### src/rtl/doorlock_pkg.sv
package doorlock_pkg;

  // State codes; values outside this set are never entered on purpose.
  typedef enum logic [2:0] {
    ST_WAIT  = 3'b000,
    ST_OK1   = 3'b010,
    ST_OK2   = 3'b100,
    ST_OPEN  = 3'b111,
    ST_BAD1  = 3'b001,
    ST_BAD2  = 3'b011
  } lock_state_e;

  localparam int unsigned CODE_LEN = 3;

  localparam logic [1:0] KEY_ID_A = 2'b10;
  localparam logic [1:0] KEY_ID_B = 2'b01;

endpackage

### src/rtl/doorlock_key_match.sv
module doorlock_key_match
  import doorlock_pkg::*;
#(
  parameter int unsigned ID_W = 2,
  parameter logic [CODE_LEN-1:0][ID_W-1:0] PASSCODE = '{ID_W'(1), ID_W'(2), ID_W'(1)}
) (
  input  logic                key_valid,
  input  logic [ID_W-1:0]     key_id,
  output logic                key_none,
  output logic [CODE_LEN-1:0] step_hit
);

  assign key_none = !key_valid;

  // One comparator for each position of the code.
  for (genvar g = 0; g < CODE_LEN; g++) begin : g_step
    assign step_hit[g] = key_valid && (key_id == PASSCODE[g]);
  end

endmodule

### src/rtl/doorlock_next.sv
module doorlock_next
  import doorlock_pkg::*;
(
  input  lock_state_e         cur_state,
  input  logic                key_none,
  input  logic [CODE_LEN-1:0] step_hit,
  output lock_state_e         nxt_state,
  output logic                step_en
);

  always_comb begin
    nxt_state = ST_WAIT;
    unique case (cur_state)
      ST_WAIT: nxt_state = key_none    ? ST_WAIT :
                           step_hit[0] ? ST_OK1  : ST_BAD1;
      ST_OK1:  nxt_state = key_none    ? ST_OK1  :
                           step_hit[1] ? ST_OK2  : ST_BAD2;
      ST_OK2:  nxt_state = key_none    ? ST_OK2  :
                           step_hit[2] ? ST_OPEN : ST_WAIT;
      ST_OPEN: nxt_state = ST_WAIT;
      ST_BAD1: nxt_state = key_none    ? ST_BAD1 : ST_BAD2;
      ST_BAD2: nxt_state = key_none    ? ST_BAD2 : ST_WAIT;
      default: nxt_state = ST_WAIT;
    endcase
  end

  // Register enable: a key moves the machine, the open state and any
  // stray encoding leave on their own.
  always_comb begin
    unique case (cur_state)
      ST_WAIT, ST_OK1, ST_OK2, ST_BAD1, ST_BAD2: step_en = !key_none;
      default:                                   step_en = 1'b1;
    endcase
  end

endmodule

### src/rtl/doorlock_out.sv
module doorlock_out
  import doorlock_pkg::*;
#(
  parameter int unsigned CNT_W = 4
) (
  input  lock_state_e      cur_state,
  output logic             unlock,
  output logic [CNT_W-1:0] key_count
);

  always_comb begin
    unlock    = 1'b0;
    key_count = '0;
    unique case (cur_state)
      ST_OK1, ST_BAD1: key_count = CNT_W'(1);
      ST_OK2, ST_BAD2: key_count = CNT_W'(2);
      ST_OPEN: begin
        key_count = CNT_W'(3);
        unlock    = 1'b1;
      end
      default: key_count = '0;
    endcase
  end

endmodule

### src/rtl/seq_door_lock.sv
module seq_door_lock
  import doorlock_pkg::*;
#(
  parameter int unsigned ID_W  = 2,
  parameter int unsigned CNT_W = 4,
  parameter logic [CODE_LEN-1:0][ID_W-1:0] PASSCODE = '{ID_W'(1), ID_W'(2), ID_W'(1)}
) (
  input  logic             clk,
  input  logic             rst_n,
  input  logic             key_valid,
  input  logic [ID_W-1:0]  key_id,
  output logic             unlock,
  output logic [CNT_W-1:0] key_count
);

  localparam logic [CNT_W-1:0] CNT_ONE = CNT_W'(1);
  localparam logic [CNT_W-1:0] CNT_TWO = CNT_W'(2);
  localparam logic [CNT_W-1:0] CNT_TOP = CNT_W'(CODE_LEN);

  lock_state_e         state_q;
  lock_state_e         state_d;
  logic                step_en;
  logic                key_none;
  logic [CODE_LEN-1:0] step_hit;

  doorlock_key_match #(
    .ID_W     (ID_W),
    .PASSCODE (PASSCODE)
  ) u_match (
    .key_valid (key_valid),
    .key_id    (key_id),
    .key_none  (key_none),
    .step_hit  (step_hit)
  );

  doorlock_next u_next (
    .cur_state (state_q),
    .key_none  (key_none),
    .step_hit  (step_hit),
    .nxt_state (state_d),
    .step_en   (step_en)
  );

  always_ff @(posedge clk or negedge rst_n) begin
    if (!rst_n) begin
      state_q <= ST_WAIT;
    end else if (step_en) begin
      state_q <= state_d;
    end
  end

  doorlock_out #(
    .CNT_W (CNT_W)
  ) u_out (
    .cur_state (state_q),
    .unlock    (unlock),
    .key_count (key_count)
  );

  // The release pulse lasts one cycle.
  assert_unlock_single_R2: assert property (@(posedge clk) disable iff (!rst_n)
    unlock |=> !unlock);

  // A pulse always follows a taken key.
  assert_unlock_cause_R2: assert property (@(posedge clk) disable iff (!rst_n)
    $rose(unlock) |-> $past(key_valid));

  // Idle cycles freeze the attempt.
  assert_hold_gap_R3: assert property (@(posedge clk) disable iff (!rst_n)
    (!key_valid && !unlock) |=> ($stable(key_count) && !unlock));

  // Early keys advance the count by one, good or bad.
  assert_count_step_R4: assert property (@(posedge clk) disable iff (!rst_n)
    (key_valid && !unlock && key_count < CNT_TWO) |=> (key_count == $past(key_count) + CNT_ONE));

  // The third key ends the attempt: open with the top count, or back to zero.
  assert_attempt_end_R7: assert property (@(posedge clk) disable iff (!rst_n)
    (key_valid && key_count == CNT_TWO) |=> (unlock ? (key_count == CNT_TOP) : (key_count == '0)));

  // After the pulse the machine waits again.
  assert_back_to_wait_R8: assert property (@(posedge clk) disable iff (!rst_n)
    unlock |=> (key_count == '0));

endmodule

### config.mk
export PLATFORM = sky130hd
export DESIGN_NAME = seq_door_lock
export DESIGN_NICKNAME = d
export VERILOG_FILES = /design/src/rtl/doorlock_pkg.sv /design/src/rtl/doorlock_key_match.sv /design/src/rtl/doorlock_next.sv /design/src/rtl/doorlock_out.sv /design/src/rtl/seq_door_lock.sv
export SDC_FILE = /design/constraint.sdc
export NUM_CORES = 1
export LEC_CHECK = 0
export ABC_AREA = 1
export BUFFER_PORTS_ARGS = -buffer_cell sky130_fd_sc_hd__buf_2
export CORE_AREA = 8 8 45 47
export DETAILED_ROUTE_END_ITERATION = 7
export DIE_AREA = 0 0 53 55
export SYNTH_ARGS = -nofsm -noshare
export SYNTH_HDL_FRONTEND = slang
export SYNTH_SLANG_ARGS = --single-unit
### constraint.sdc
create_clock -name clk -period 1.3 [get_ports clk]
set_clock_uncertainty 0.15 [all_clocks]
set_input_delay 0.065 -clock clk [delete_from_list [all_inputs] [get_ports clk]]
set_output_delay 0.065 -clock clk [all_outputs]
set_load 0.01 [all_outputs]
# [Word-level counts from Yosys, hierarchy flattened]
# Index checks and enable logic that the tools add are counted.
[totals] reg_bits=3 elab_cells=26 output_inout_bits=5 input_bits=5
[op_classes] reduce_logical=6 eq_ne=7 muxes=12
[ops] op="$mux W3" count=5
[ops] op="$pmux W3 S5" count=1
[ops] op="$eq A3 B2 Y1 const B" count=2
[ops] op="$eq A3 B3 Y1 const B" count=2
[ops] op="$mux W2" count=3
[ops] op="$pmux W2 S3" count=1
[ops] op="$reduce_or A5 Y1" count=1
[ops] op="$reduce_or A2 Y1" count=2
[ops] op="$eq A3 B1 Y1 const B" count=1
[ops] op="$logic_not A3 Y1" count=1
[ops] op="$eq A2 B1 Y1 const B" count=1
[ops] op="$eq A2 B2 Y1 const B" count=1
[ops] op="$logic_and A1 B1 Y1" count=2
[ops] op="$mux W1" count=2

# [Longest topological paths before layout]
# Gate-level depths: netlist of run 1.
[logic_depth] depth_word=5 mapped_depth=6 ltp_nobuf=6

# [Cells and area by module]
# From an unflattened synthesis of run 1, not the netlist that was laid out.
[unflattened] hier_cells=64 hier_area_um2=357.8
[modules_own_cells] mod="doorlock_next" cells_per_inst=32 area_per_inst_um2=155.1 instances=1 seq_area_each_um2=0.0
[modules_own_cells] mod="seq_door_lock" cells_per_inst=13 area_per_inst_um2=112.6 instances=1 seq_area_each_um2=75.1
[modules_own_cells] mod="doorlock_out" cells_per_inst=13 area_per_inst_um2=63.8 instances=1 seq_area_each_um2=0.0
[modules_own_cells] mod="doorlock_key_match" cells_per_inst=6 area_per_inst_um2=26.3 instances=1 seq_area_each_um2=0.0

# [Worst setup path before layout of run 1]
# No wires, ideal clock.
[synth_path] path_kind="register to output" start="register state_q[1]" end="output port key_count[0]" path_slack_ns=0.244 path_stages_with_launch=3 path_buffers=0 required_time_ns=1.085 arrival_ns=0.841 path_cell_list="dfrtp_1 -> nor3_1 -> nand3b_1"
[synth_between] elab_chain_cells=3 word_cells_on_any_way=8 cone_classes="eq/ne (5); mux (1); reduce/logical (2)"
[synth_rtl] element="start: declaration" line_no="seq_door_lock.sv:20" source="lock_state_e state_q;"
[synth_rtl] element="start signal: assignment" line_no="seq_door_lock.sv:48" source="state_q <= state_d;"
[synth_rtl] element="$eq A3 B3 Y1 (tied with other cells)" line_no="doorlock_out.sv:14" source="unique case (cur_state)"
[synth_rtl] element="$reduce_or A2 Y1" line_no="doorlock_out.sv:14"
[synth_rtl] element="$pmux W2 S3 (*)" line_no="doorlock_out.sv:14"
[synth_rtl] element="end: declaration" line_no="seq_door_lock.sv:13" source="output logic [CNT_W-1:0] key_count"
# Every way passes the cells marked *; elsewhere a longest branch is shown, timed or not.

# [Final worst setup path of run 1]
[layout_path] start="register state_q[0]" end="output port key_count[0]"
# Same word-level chain as after synthesis.

==> results of run 1 <==
cells in the final DEF, fill, tap and decap left out:
cell                            count
sky130_fd_sc_hd__dlygate4sd3_1      1
sky130_fd_sc_hd__o22ai_1            1
sky130_fd_sc_hd__buf_4              6
sky130_fd_sc_hd__a21boi_2           1
sky130_fd_sc_hd__nand4_1            1
sky130_fd_sc_hd__dfrtp_2            2
sky130_fd_sc_hd__clkbuf_1           1
sky130_fd_sc_hd__clkbuf_4           3
sky130_fd_sc_hd__nor2_1             3
sky130_fd_sc_hd__dfrtp_1            1
sky130_fd_sc_hd__buf_2              7
sky130_fd_sc_hd__nand2_1            6
sky130_fd_sc_hd__nor2_2             5
sky130_fd_sc_hd__inv_1              3
sky130_fd_sc_hd__nand3b_1           1
sky130_fd_sc_hd__inv_2              2
sky130_fd_sc_hd__conb_1             2
sky130_fd_sc_hd__nand3_2            1
sky130_fd_sc_hd__nor3_2             2
sky130_fd_sc_hd__nand2_2            2
sky130_fd_sc_hd__nand3_1            5
routing by layer:
metal | track usage (%) | vias to the layer above | routed length, um
met2 | 8.789 | 4 | 411
met5 | 0 | - | 0
met1 | 3.805 | 140 | 258
met4 | 2.586 | 0 | 0
met3 | 2.674 | 0 | 51
li1 | - | 158 | -
worst min-delay path by stage:
stage                             end  depth (start not counted)
2_1_floorplan  state_q[0]$_DFFE_PN0P_                          0
3_3_place_gp   state_q[0]$_DFFE_PN0P_                          1
3_5_place_dp   state_q[0]$_DFFE_PN0P_                          1
4_1_cts        state_q[1]$_DFFE_PN0P_                          3
5_1_grt        state_q[0]$_DFFE_PN0P_                          2
6_report       state_q[0]$_DFFE_PN0P_                          2
layout make-up:
cell class              count  area, um^2
clock buffers               4       26.28
fillers                   165       979.7
inverters                   5       18.77
well taps                  16       20.02
flip-flops and latches      3       77.57
multi-input cells          30       171.4
repair buffers             14       90.09
cell families after synthesis:
| kind of cell | after synthesis |
|---|---|
| simple gates | 26 |
| buf+inv | 7 |
| flops | 3 |
| compound gates | 2 |
| other cells | 1 |
worst max-delay path: cells and delay by family, from the launching register on:
family / cells / cell delay (ns)
buffers and inverters: 2 / 0.21
and+or+nand+nor: 2 / 0.31
DFF: 1 / 0.40
repair_timing:
item	CTS	global route
endpoints found under the setup margin	2	3
hold buffers	1	0
buffers inserted	1	5
pin swaps	1	4
hold endpoints to repair	3	0
gates resized for setup	3	7
metrics by stage:
step,area [um^2],hold WS [ns],utilization [%],std cells,setup WS [ns]
floorplan,260.3,-0.3806,-,40,0.2440
global placement,300.3,-0.2864,21.70,61,0.1240
detailed placement,300.3,-0.2856,21.70,61,0.1014
CTS,349.1,0.004782,25.23,67,-0.07833
global route,404.1,0.02627,29.20,72,-0.1386
finish,404.1,0.01288,29.20,72,-0.06565
power breakdown:
group          total [mW]  switching, mW  internal (mW)
Clock               0.163         0.0483          0.115
Combinational       0.443          0.216          0.227
Sequential          0.187         0.0543          0.133
==> impl_metrics.prom, run 1 <==
# TYPE chip_impl_metric gauge
chip_impl_info{name="result_of_the_run",value="finished with violations"} 1
chip_impl_info{name="violations",value="negative setup slack"} 1
chip_impl_metric{name="first_global_vias",unit=""} 277
chip_impl_info{name="cp_cell_sequence",value="inv_2 -> nor3_2 -> nand3b_1 -> buf_2"} 1
chip_impl_metric{name="row_count",unit=""} 14
chip_impl_metric{name="area_of_the_die",unit="um^2"} 2915
chip_impl_metric{name="postRouteAntennaNets",unit=""} 0
chip_impl_metric{name="worst-endpoint-required",unit="ns"} 1.09
chip_impl_metric{name="ys_seq_elements",unit=""} 3
chip_impl_metric{name="synth_simple_gate_area_share",unit="%"} 49.27
chip_impl_info{name="cts_tree",value="done"} 1
chip_impl_metric{name="yosysTopAreaCellShare",unit="%"} 29.27
chip_impl_metric{name="drc",unit=""} 0
chip_impl_info{name="cp-startpoint",value="state_q[0]$_DFFE_PN0P_"} 1
chip_impl_metric{name="timing_max_transition_violations_final",unit=""} 0
chip_impl_metric{name="grt_max_degree",unit=""} 8
chip_impl_info{name="rsz_0062_raised_after_global_routing",value="true"} 1
chip_impl_metric{name="power-per-cell-area",unit="nW/um^2"} 1965
chip_impl_info{name="top_regs",value="state_q (3)"} 1
chip_impl_metric{name="antenna_violations_before_repair",unit=""} 0
chip_impl_metric{name="synthesis.instances",unit=""} 39
chip_impl_info{name="critical_path.slowest_cell",value="sky130_fd_sc_hd__dfrtp_1"} 1
chip_impl_metric{name="setup-violations-final",unit=""} 1
chip_impl_info{name="combinational_family_with_the_most_area_after_synthesis",value="simple AND/OR/NAND/NOR gates"} 1
chip_impl_metric{name="vias_per_cell",unit=""} 4.194
chip_impl_metric{name="clk-insertion-delay-late",unit="ns"} 0.23
chip_impl_metric{name="core-area",unit="um^2"} 1384
chip_impl_metric{name="dieHeight",unit="um"} 55
chip_impl_metric{name="worstRegToRegCells",unit=""} 6
chip_impl_info{name="critical_path.endpoint_type",value="output port"} 1
chip_impl_metric{name="number_of_diodes_added_for_antenna_fixing",unit=""} 0
chip_impl_metric{name="synth_warnings",unit=""} 0
chip_impl_metric{name="layout_setup_ws",unit="ns"} -0.06565
chip_impl_metric{name="power.total",unit="mW"} 0.7940
chip_impl_metric{name="final_hold_viol_count",unit=""} 0
chip_impl_info{name="ranking_of_synthesized_cells_by_area",value="sky130_fd_sc_hd__dfrtp_1 29%, sky130_fd_sc_hd__nand3_1 12%, sky130_fd_sc_hd__nand2_1 12%"} 1
chip_impl_metric{name="synth_edf_count",unit=""} 0
chip_impl_info{name="rr_endpoint",value="state_q[0]$_DFFE_PN0P_"} 1
chip_impl_metric{name="syn_avg_cell_area",unit="um^2"} 6.577
chip_impl_info{name="worst-setup-path-type",value="reg -> out"} 1
chip_impl_info{name="netlist_top_cells_count",value="8 x sky130_fd_sc_hd__nand2_1, 6 x sky130_fd_sc_hd__nand3_1, 5 x sky130_fd_sc_hd__inv_1, 5 x sky130_fd_sc_hd__nor2_1"} 1
chip_impl_metric{name="chipWidth",unit="um"} 53
chip_impl_metric{name="cts_buffer_depth",unit=""} 2
chip_impl_metric{name="post_drt_wl_per_cell",unit="um"} 10.00
chip_impl_info{name="top_register",value="state_q"} 1
chip_impl_metric{name="buffer_ports.inserted",unit=""} 7
chip_impl_metric{name="drive_gt1_share",unit="%"} 55.36
chip_impl_metric{name="rrSetupSlack",unit="ns"} 0.05
chip_impl_metric{name="number_of_distinct_standard_cells_referenced_by_the_synthesized_netlist",unit=""} 14
chip_impl_info{name="crit-reg2reg-launch",value="state_q[0]$_DFFE_PN0P_"} 1
chip_impl_metric{name="setup-tns-final",unit="ns"} -0.06565
chip_impl_metric{name="cp_max_fo",unit=""} 3
chip_impl_metric{name="arrival",unit="ns"} 1.15
chip_impl_metric{name="drt-initial-drc-count",unit=""} 15
chip_impl_metric{name="syn-cell-area",unit="um^2"} 256.5
chip_impl_metric{name="area.growth.synth_to_final",unit="%"} 57.56
chip_impl_info{name="synth.most_common_cell",value="sky130_fd_sc_hd__nand2_1"} 1
chip_impl_metric{name="place_congestion",unit=""} 0.7537
chip_impl_metric{name="largest_reg_flops",unit=""} 3
chip_impl_metric{name="tritoncts.num_buffers",unit=""} 3
chip_impl_metric{name="cp_max_stage_delay",unit="ns"} 0.40
chip_impl_metric{name="floorplan.initialDensity",unit="%"} 18.54
chip_impl_metric{name="globalRouteOverflowTotal",unit=""} 0
chip_impl_metric{name="total_leakage_power",unit="nW"} 0.1978
chip_impl_info{name="ys.flop_type",value="sky130_fd_sc_hd__dfrtp_1"} 1
chip_impl_metric{name="groute.usage.overall",unit="%"} 4.702
chip_impl_metric{name="maxCapViolCount",unit=""} 0
chip_impl_metric{name="post_synth_xor_area_fraction",unit="%"} 0
chip_impl_metric{name="layout_worst_path_cycle_share",unit="%"} 105.0
chip_impl_info{name="worstSetupStartpointType",value="flip-flop"} 1
chip_impl_info{name="endpoint",value="key_count[0]"} 1
chip_impl_metric{name="num_io_pins",unit=""} 10
chip_impl_metric{name="wl",unit="um"} 720
chip_impl_metric{name="routed-via-count",unit=""} 302
chip_impl_metric{name="synth-seq-area-share",unit="%"} 29.27
chip_impl_metric{name="clock_tree.htree_level_count",unit=""} 1
chip_impl_metric{name="vdd_ir_drop_max",unit="mV"} 0.3771
chip_impl_info{name="min-delay-path-class",value="in -> async"} 1
chip_impl_metric{name="wire_length_of_the_first_global_routing_pass",unit="um"} 1000
chip_impl_metric{name="synth-compound-area-share",unit="%"} 6.829
chip_impl_info{name="synth_largest_area_cell",value="sky130_fd_sc_hd__dfrtp_1"} 1
chip_impl_metric{name="firstDrtPassIters",unit=""} 4
chip_impl_metric{name="clk_pin_slew_worst_paths",unit="ns"} 0.04
chip_impl_metric{name="fin_nets",unit=""} 62
chip_impl_metric{name="synth_async_sr_flop_share",unit="%"} 100.0
chip_impl_metric{name="min_period",unit="ns"} 1.366
chip_impl_metric{name="detail_placement_hpwl",unit="um"} 544.9
chip_impl_metric{name="muxShareOfSynthArea",unit="%"} 0
chip_impl_metric{name="fmax",unit="MHz"} 732.3
chip_impl_metric{name="synth_fa_ha_area_share",unit="%"} 0
chip_impl_metric{name="clkSinkCount",unit=""} 3
chip_impl_info{name="clockRootBuffer",value="sky130_fd_sc_hd__clkbuf_4"} 1
Note: power is estimated with default switching activity, not from simulation.
==> run 2, diff against run 1 <==
--- a/config.mk
+++ b/config.mk
@@ -8,6 +8,7 @@
 export ABC_AREA = 1
 export BUFFER_PORTS_ARGS = -buffer_cell sky130_fd_sc_hd__buf_2
 export CORE_AREA = 8 8 45 47
+export CTS_CLUSTER_SIZE = 40
 export DETAILED_ROUTE_END_ITERATION = 7
 export DIE_AREA = 0 0 53 55
 export SYNTH_ARGS = -nofsm -noshare
==> constraint.sdc (replaced) <==
create_clock -name clk -period 1.4 [get_ports clk]
set_clock_uncertainty 0.15 [all_clocks]
set_input_delay 0.07 -clock clk [delete_from_list [all_inputs] [get_ports clk]]
set_output_delay 0.07 -clock clk [all_outputs]
set_load 0.01 [all_outputs]
==> impl_metrics.prom, run 2 (synthesis results as in run 1) <==
# TYPE chip_impl_metric gauge
chip_impl_info{name="cts_tree",value="done"} 1
chip_impl_metric{name="combinationalPowerShare",unit="%"} 53.6
chip_impl_metric{name="buffer_ports.inserted",unit=""} 7
chip_impl_metric{name="area.growth.synth_to_final",unit="%"} 48.78
chip_impl_info{name="critical_path.endpoint_type",value="output port"} 1
chip_impl_metric{name="area_of_the_die",unit="um^2"} 2915
chip_impl_metric{name="cts_buffer_depth",unit=""} 2
chip_impl_metric{name="number_of_diodes_added_for_antenna_fixing",unit=""} 0
chip_impl_metric{name="globalRouteOverflowTotal",unit=""} 0
chip_impl_metric{name="post_drt_wl_per_cell",unit="um"} 9.986
chip_impl_metric{name="groute.usage.overall",unit="%"} 4.702
chip_impl_metric{name="drt-initial-drc-count",unit=""} 7
chip_impl_metric{name="chipWidth",unit="um"} 53
chip_impl_metric{name="firstDrtPassIters",unit=""} 4
chip_impl_metric{name="layout_worst_path_cycle_share",unit="%"} 98.46
chip_impl_metric{name="first_global_vias",unit=""} 277
chip_impl_metric{name="clkSinkCount",unit=""} 3
chip_impl_metric{name="setup-violations-final",unit=""} 0
chip_impl_metric{name="detail_placement_hpwl",unit="um"} 544.9
chip_impl_metric{name="grt_max_degree",unit=""} 8
chip_impl_metric{name="placedInstanceArea",unit="um^2"} 300.3
chip_impl_metric{name="largest_reg_flops",unit=""} 3
chip_impl_metric{name="power.total",unit="mW"} 0.7054
chip_impl_metric{name="clk-insertion-delay-late",unit="ns"} 0.23
chip_impl_info{name="rsz_0062_raised_after_global_routing",value="true"} 1
chip_impl_metric{name="floorplan.initialDensity",unit="%"} 18.54
chip_impl_metric{name="core-area",unit="um^2"} 1384
chip_impl_metric{name="seqCellArea",unit="um^2"} 77.57
chip_impl_info{name="min-delay-path-class",value="in -> async"} 1
chip_impl_metric{name="row_count",unit=""} 14
chip_impl_metric{name="postRouteAntennaNets",unit=""} 0
chip_impl_metric{name="tritoncts.num_buffers",unit=""} 3
chip_impl_metric{name="min_period",unit="ns"} 1.378
chip_impl_metric{name="wire_length_of_the_first_global_routing_pass",unit="um"} 1000
chip_impl_metric{name="final_hold_viol_count",unit=""} 0
chip_impl_metric{name="switching_share",unit="%"} 40.26
chip_impl_metric{name="hold_ws",unit="ns"} 0.01565
chip_impl_metric{name="dieHeight",unit="um"} 55
chip_impl_info{name="worstSetupStartpointType",value="flip-flop"} 1
chip_impl_metric{name="setup-tns-final",unit="ns"} 0
chip_impl_metric{name="finalCoreUtilization",unit="%"} 27.58
chip_impl_metric{name="drc",unit=""} 0
chip_impl_metric{name="fmax",unit="MHz"} 725.5
chip_impl_info{name="result_of_the_run",value="complete, no violations"} 1
chip_impl_metric{name="vdd_ir_drop_max",unit="mV"} 0.3563
chip_impl_metric{name="arrival",unit="ns"} 1.16
chip_impl_info{name="top_regs",value="state_q (3)"} 1
chip_impl_metric{name="antenna_violations_before_repair",unit=""} 0
chip_impl_metric{name="wl",unit="um"} 699
chip_impl_metric{name="worst-endpoint-required",unit="ns"} 1.18
chip_impl_metric{name="maxCapViolCount",unit=""} 0
chip_impl_metric{name="fin_nets",unit=""} 60
chip_impl_info{name="worst-setup-path-type",value="reg -> out"} 1
chip_impl_info{name="top_register",value="state_q"} 1
chip_impl_metric{name="multiInputGateArea",unit="um^2"} 163.9
chip_impl_metric{name="place_congestion",unit=""} 0.7537
chip_impl_info{name="clockRootBuffer",value="sky130_fd_sc_hd__clkbuf_4"} 1
chip_impl_metric{name="timing_max_transition_violations_final",unit=""} 0
chip_impl_metric{name="seqPwrFrac",unit="%"} 24.6
chip_impl_metric{name="clock_tree.htree_level_count",unit=""} 1
chip_impl_metric{name="p_clk_share",unit="%"} 21.8
chip_impl_metric{name="power-per-cell-area",unit="nW/um^2"} 1849
chip_impl_metric{name="clk_pin_slew_worst_paths",unit="ns"} 0.04
chip_impl_metric{name="cp_max_fo",unit=""} 3
chip_impl_metric{name="routed-via-count",unit=""} 304
chip_impl_metric{name="drive_gt1_share",unit="%"} 48.15
chip_impl_metric{name="switching_power_total",unit="mW"} 0.2840
chip_impl_metric{name="vias_per_cell",unit=""} 4.343
chip_impl_metric{name="n_fill_cell",unit=""} 168
chip_impl_metric{name="num_io_pins",unit=""} 10
chip_impl_metric{name="total_leakage_power",unit="nW"} 0.1871
chip_impl_metric{name="internal_power",unit="mW"} 0.4214
chip_impl_info{name="layout_common_cells",value="7 x sky130_fd_sc_hd__nand2_1, 7 x sky130_fd_sc_hd__buf_2, 5 x sky130_fd_sc_hd__nor2_1, 5 x sky130_fd_sc_hd__nand3_1, 4 x sky130_fd_sc_hd__buf_4"} 1
chip_impl_metric{name="layout.cell_area.non_filler",unit="um^2"} 381.6
run 2: cell types whose count changed in the layout (fill, tap and decap cells not counted):
cell,delta
sky130_fd_sc_hd__nand2_2,-1
sky130_fd_sc_hd__nor2_1,+2
sky130_fd_sc_hd__nor2_2,-2
sky130_fd_sc_hd__nand2_1,+1
sky130_fd_sc_hd__buf_4,-2
run 2: critical path, cell delays in order, from the launching register on:
cell                       delay (ns)
sky130_fd_sc_hd__dfrtp_1         0.40
sky130_fd_sc_hd__inv_2           0.08
sky130_fd_sc_hd__nor3_2          0.20
sky130_fd_sc_hd__nand3b_1        0.12
sky130_fd_sc_hd__buf_2           0.13
run 2: what timing repair did:
item,CTS,global route
buffers inserted,0,4
endpoints found under the setup margin,1,2
resized for setup,2,5
pin swaps,0,2
hold buffers,1,0
endpoints found under the hold margin,3,0
run 2: final timing paths:
path / depth (start not counted) / to / startpoint / slack (ns)
setup / recovery: 4 / key_count[0] / state_q[0]$_DFFE_PN0P_ / 0.02
hold / removal: 2 / state_q[0]$_DFFE_PN0P_ / rst_n / 0.02
setup reg to reg: 5 / state_q[0]$_DFFE_PN0P_ / state_q[0]$_DFFE_PN0P_ / 0.21
hold reg to reg: 2 / state_q[1]$_DFFE_PN0P_ / state_q[1]$_DFFE_PN0P_ / 0.50
max in group asynchronous: 2 / state_q[2]$_DFFE_PN0P_ / rst_n / 0.97
min in group clk: 3 / state_q[1]$_DFFE_PN0P_ / key_valid / 0.02
run 2: power by group through the flow:
stage / Clock, mW / Sequential, mW / Combinational (mW)
5_1_grt: 0.162 / 0.178 / 0.411
2_1_floorplan: 0 / 0.151 / 0.187
6_report: 0.153 / 0.174 / 0.378
4_1_cts: 0.160 / 0.161 / 0.276
3_5_place_dp: 0 / 0.159 / 0.266
3_3_place_gp: 0 / 0.155 / 0.262
run 2: stage by stage:
stage | instances | setup slack [ns]
finish | 70 | 0.02155
global placement | 61 | 0.2190
CTS | 66 | 0.01113
global route | 70 | -0.05488
floorplan | 40 | 0.3390
detailed placement | 61 | 0.1964
run 2: area by class of cell:
class | instances | share of cell area (%)
well taps | 16 | 5.246
multi-input cells | 30 | 42.95
inverters | 5 | 4.918
repair buffers | 12 | 19.67
clock buffers | 4 | 6.885
flip-flops and latches | 3 | 20.33
run 2: routing by layer:
metal	vias to the layer above	track usage [%]	wire [um]
li1	155	-	-
met1	139	3.805	240
met2	10	8.789	395
met3	0	2.674	63
met4	0	2.586	0
met5	-	0	0
==> run 3, diff against run 2 <==
--- a/config.mk
+++ b/config.mk
@@ -11,6 +11,7 @@
 export CTS_CLUSTER_SIZE = 40
 export DETAILED_ROUTE_END_ITERATION = 7
 export DIE_AREA = 0 0 53 55
+export MAX_ROUTING_LAYER = met4
 export SYNTH_ARGS = -nofsm -noshare
 export SYNTH_HDL_FRONTEND = slang
 export SYNTH_SLANG_ARGS = --single-unit
==> constraint.sdc (replaced) <==
create_clock -name clk -period 1.7 [get_ports clk]
set_clock_uncertainty 0.15 [all_clocks]
set_input_delay 0.085 -clock clk [delete_from_list [all_inputs] [get_ports clk]]
set_output_delay 0.085 -clock clk [all_outputs]
set_load 0.01 [all_outputs]
==> impl_metrics.prom, run 3 (synthesis results as in run 1) <==
# TYPE chip_impl_metric gauge
chip_impl_info{name="top_register",value="state_q"} 1
chip_impl_metric{name="number_of_diodes_added_for_antenna_fixing",unit=""} 0
chip_impl_info{name="rsz_0062_raised_after_global_routing",value="false"} 1
chip_impl_info{name="min-delay-path-class",value="in -> async"} 1
chip_impl_metric{name="power.total",unit="mW"} 0.4714
chip_impl_metric{name="routed-via-count",unit=""} 279
chip_impl_metric{name="post-cts-setup-buffer-count",unit=""} 0
chip_impl_metric{name="worst-endpoint-required",unit="ns"} 1.46
chip_impl_metric{name="num_io_pins",unit=""} 10
chip_impl_metric{name="layout_worst_path_cycle_share",unit="%"} 85.63
chip_impl_metric{name="floorplan.initialDensity",unit="%"} 18.54
chip_impl_metric{name="firstDrtPassIters",unit=""} 4
chip_impl_metric{name="numPlacedInstances",unit=""} 61
chip_impl_metric{name="first_global_vias",unit=""} 277
chip_impl_metric{name="clkSinkCount",unit=""} 3
chip_impl_info{name="mostFrequentLayoutCell",value="sky130_fd_sc_hd__nand2_1"} 1
chip_impl_metric{name="grt_max_degree",unit=""} 8
chip_impl_info{name="worst-setup-path-type",value="reg -> out"} 1
chip_impl_metric{name="post_cts.resized_instances",unit=""} 0
chip_impl_metric{name="combinationalPowerShare",unit="%"} 45.7
chip_impl_info{name="layout_common_cells",value="8 x sky130_fd_sc_hd__nand2_1, 7 x sky130_fd_sc_hd__buf_2, 6 x sky130_fd_sc_hd__nand3_1"} 1
chip_impl_metric{name="antenna_violations_before_repair",unit=""} 0
chip_impl_metric{name="final_hold_viol_count",unit=""} 0
chip_impl_metric{name="wl",unit="um"} 622
chip_impl_info{name="critical_path.endpoint_type",value="output port"} 1
chip_impl_metric{name="place_congestion",unit=""} 0.7634
chip_impl_metric{name="clk-insertion-delay-late",unit="ns"} 0.23
chip_impl_metric{name="p_clk_share",unit="%"} 26.8
chip_impl_metric{name="globalRouteOverflowTotal",unit=""} 0
chip_impl_metric{name="finalCoreUtilization",unit="%"} 24.32
chip_impl_metric{name="largest_reg_flops",unit=""} 3
chip_impl_metric{name="maxCapViolCount",unit=""} 0
chip_impl_info{name="clockRootBuffer",value="sky130_fd_sc_hd__clkbuf_4"} 1
chip_impl_metric{name="seqPwrFrac",unit="%"} 27.5
chip_impl_metric{name="drc",unit=""} 0
chip_impl_metric{name="cp_max_fo",unit=""} 5
chip_impl_metric{name="area.growth.synth_to_final",unit="%"} 31.22
chip_impl_metric{name="tritoncts.num_buffers",unit=""} 3
chip_impl_info{name="worstSetupStartpointType",value="flip-flop"} 1
chip_impl_metric{name="vdd_ir_drop_max",unit="mV"} 0.2567
chip_impl_metric{name="setup-tns-final",unit="ns"} 0
chip_impl_metric{name="power-per-cell-area",unit="nW/um^2"} 1401
chip_impl_metric{name="groute.usage.overall",unit="%"} 4.845
chip_impl_metric{name="final_cells",unit=""} 66
chip_impl_metric{name="postRouteAntennaNets",unit=""} 0
chip_impl_metric{name="total_leakage_power",unit="nW"} 0.1678
chip_impl_metric{name="area_of_the_die",unit="um^2"} 2915
chip_impl_metric{name="cts_buffer_depth",unit=""} 2
chip_impl_metric{name="setup-violations-final",unit=""} 0
chip_impl_metric{name="holdBufCountCts",unit=""} 1
chip_impl_metric{name="switching_share",unit="%"} 41.98
chip_impl_metric{name="chipWidth",unit="um"} 53
chip_impl_metric{name="row_count",unit=""} 14
chip_impl_metric{name="vias_per_cell",unit=""} 4.227
chip_impl_metric{name="hold_ws",unit="ns"} 0.03107
chip_impl_metric{name="internal_power",unit="mW"} 0.2735
chip_impl_metric{name="switching_power_total",unit="mW"} 0.1979
chip_impl_metric{name="fmax",unit="MHz"} 687.0
chip_impl_metric{name="min_period",unit="ns"} 1.456
chip_impl_metric{name="core-area",unit="um^2"} 1384
chip_impl_info{name="top_regs",value="state_q (3)"} 1
chip_impl_info{name="result_of_the_run",value="complete, no violations"} 1
chip_impl_metric{name="worstRegToRegCells",unit=""} 5
chip_impl_metric{name="clk_pin_slew_worst_paths",unit="ns"} 0.04
chip_impl_metric{name="detail_placement_hpwl",unit="um"} 544.9
chip_impl_metric{name="buffer_ports.inserted",unit=""} 7
chip_impl_metric{name="clock_tree.htree_level_count",unit=""} 1
chip_impl_metric{name="arrival",unit="ns"} 1.22
chip_impl_metric{name="drt-initial-drc-count",unit=""} 6
chip_impl_metric{name="wire_length_of_the_first_global_routing_pass",unit="um"} 1000
chip_impl_metric{name="dieHeight",unit="um"} 55
chip_impl_metric{name="post_drt_wl_per_cell",unit="um"} 9.424
chip_impl_metric{name="timing_max_transition_violations_final",unit=""} 0
chip_impl_metric{name="fin_nets",unit=""} 56
chip_impl_metric{name="drive_gt1_share",unit="%"} 30.00
chip_impl_info{name="cts_tree",value="done"} 1
## run 3: final timing paths
path	slack [ns]	from	endpoint
max in group asynchronous	1.26	rst_n	state_q[1]$_DFFE_PN0P_
min	0.03	rst_n	state_q[0]$_DFFE_PN0P_
min in group clk	0.03	key_valid	state_q[1]$_DFFE_PN0P_
max reg2reg	0.52	state_q[2]$_DFFE_PN0P_	state_q[0]$_DFFE_PN0P_
min reg2reg	0.49	state_q[0]$_DFFE_PN0P_	state_q[0]$_DFFE_PN0P_
max	0.24	state_q[1]$_DFFE_PN0P_	key_count[0]
## run 3: critical path, cell delays in order, from the launching register on
cell	delay, ns
sky130_fd_sc_hd__dfrtp_1	0.42
sky130_fd_sc_hd__nor3_1	0.30
sky130_fd_sc_hd__nand3b_1	0.15
sky130_fd_sc_hd__buf_2	0.13
## run 3: final cells by class
type,instances,area [um^2]
Inverter,5,18.77
Clock buffer,4,26.28
Tap cell,16,20.02
Timing Repair Buffer,8,45.04
Multi-Input combinational cell,30,151.4
Fill cell,165,1047
Sequential cell,3,75.07
## run 3: power by group through the flow
stage                     logic [mW]  registers, mW  clock network, mW
after global routing           0.242          0.133              0.133
after CTS                      0.221          0.130              0.132
after floorplan                0.154          0.124                  0
after detailed placement       0.219          0.131                  0
final                          0.216          0.129              0.126
after global placement         0.216          0.128                  0
## run 3: metal layers
metal | GRT usage [%] | share of wire, % | up-vias
met5 | - | 0 | -
met3 | 2.674 | 9.2 | 0
met4 | 2.586 | 0 | 0
met1 | 3.805 | 36 | 127
li1 | - | - | 144
met2 | 8.789 | 55 | 8
## run 3: stage by stage
step | cell area [um^2] | setup WS (ns)
floorplan | 260.3 | 0.6240
global placement | 300.3 | 0.5040
detailed placement | 300.3 | 0.4814
CTS | 336.6 | 0.2308
global route | 336.6 | 0.1749
finish | 336.6 | 0.2443
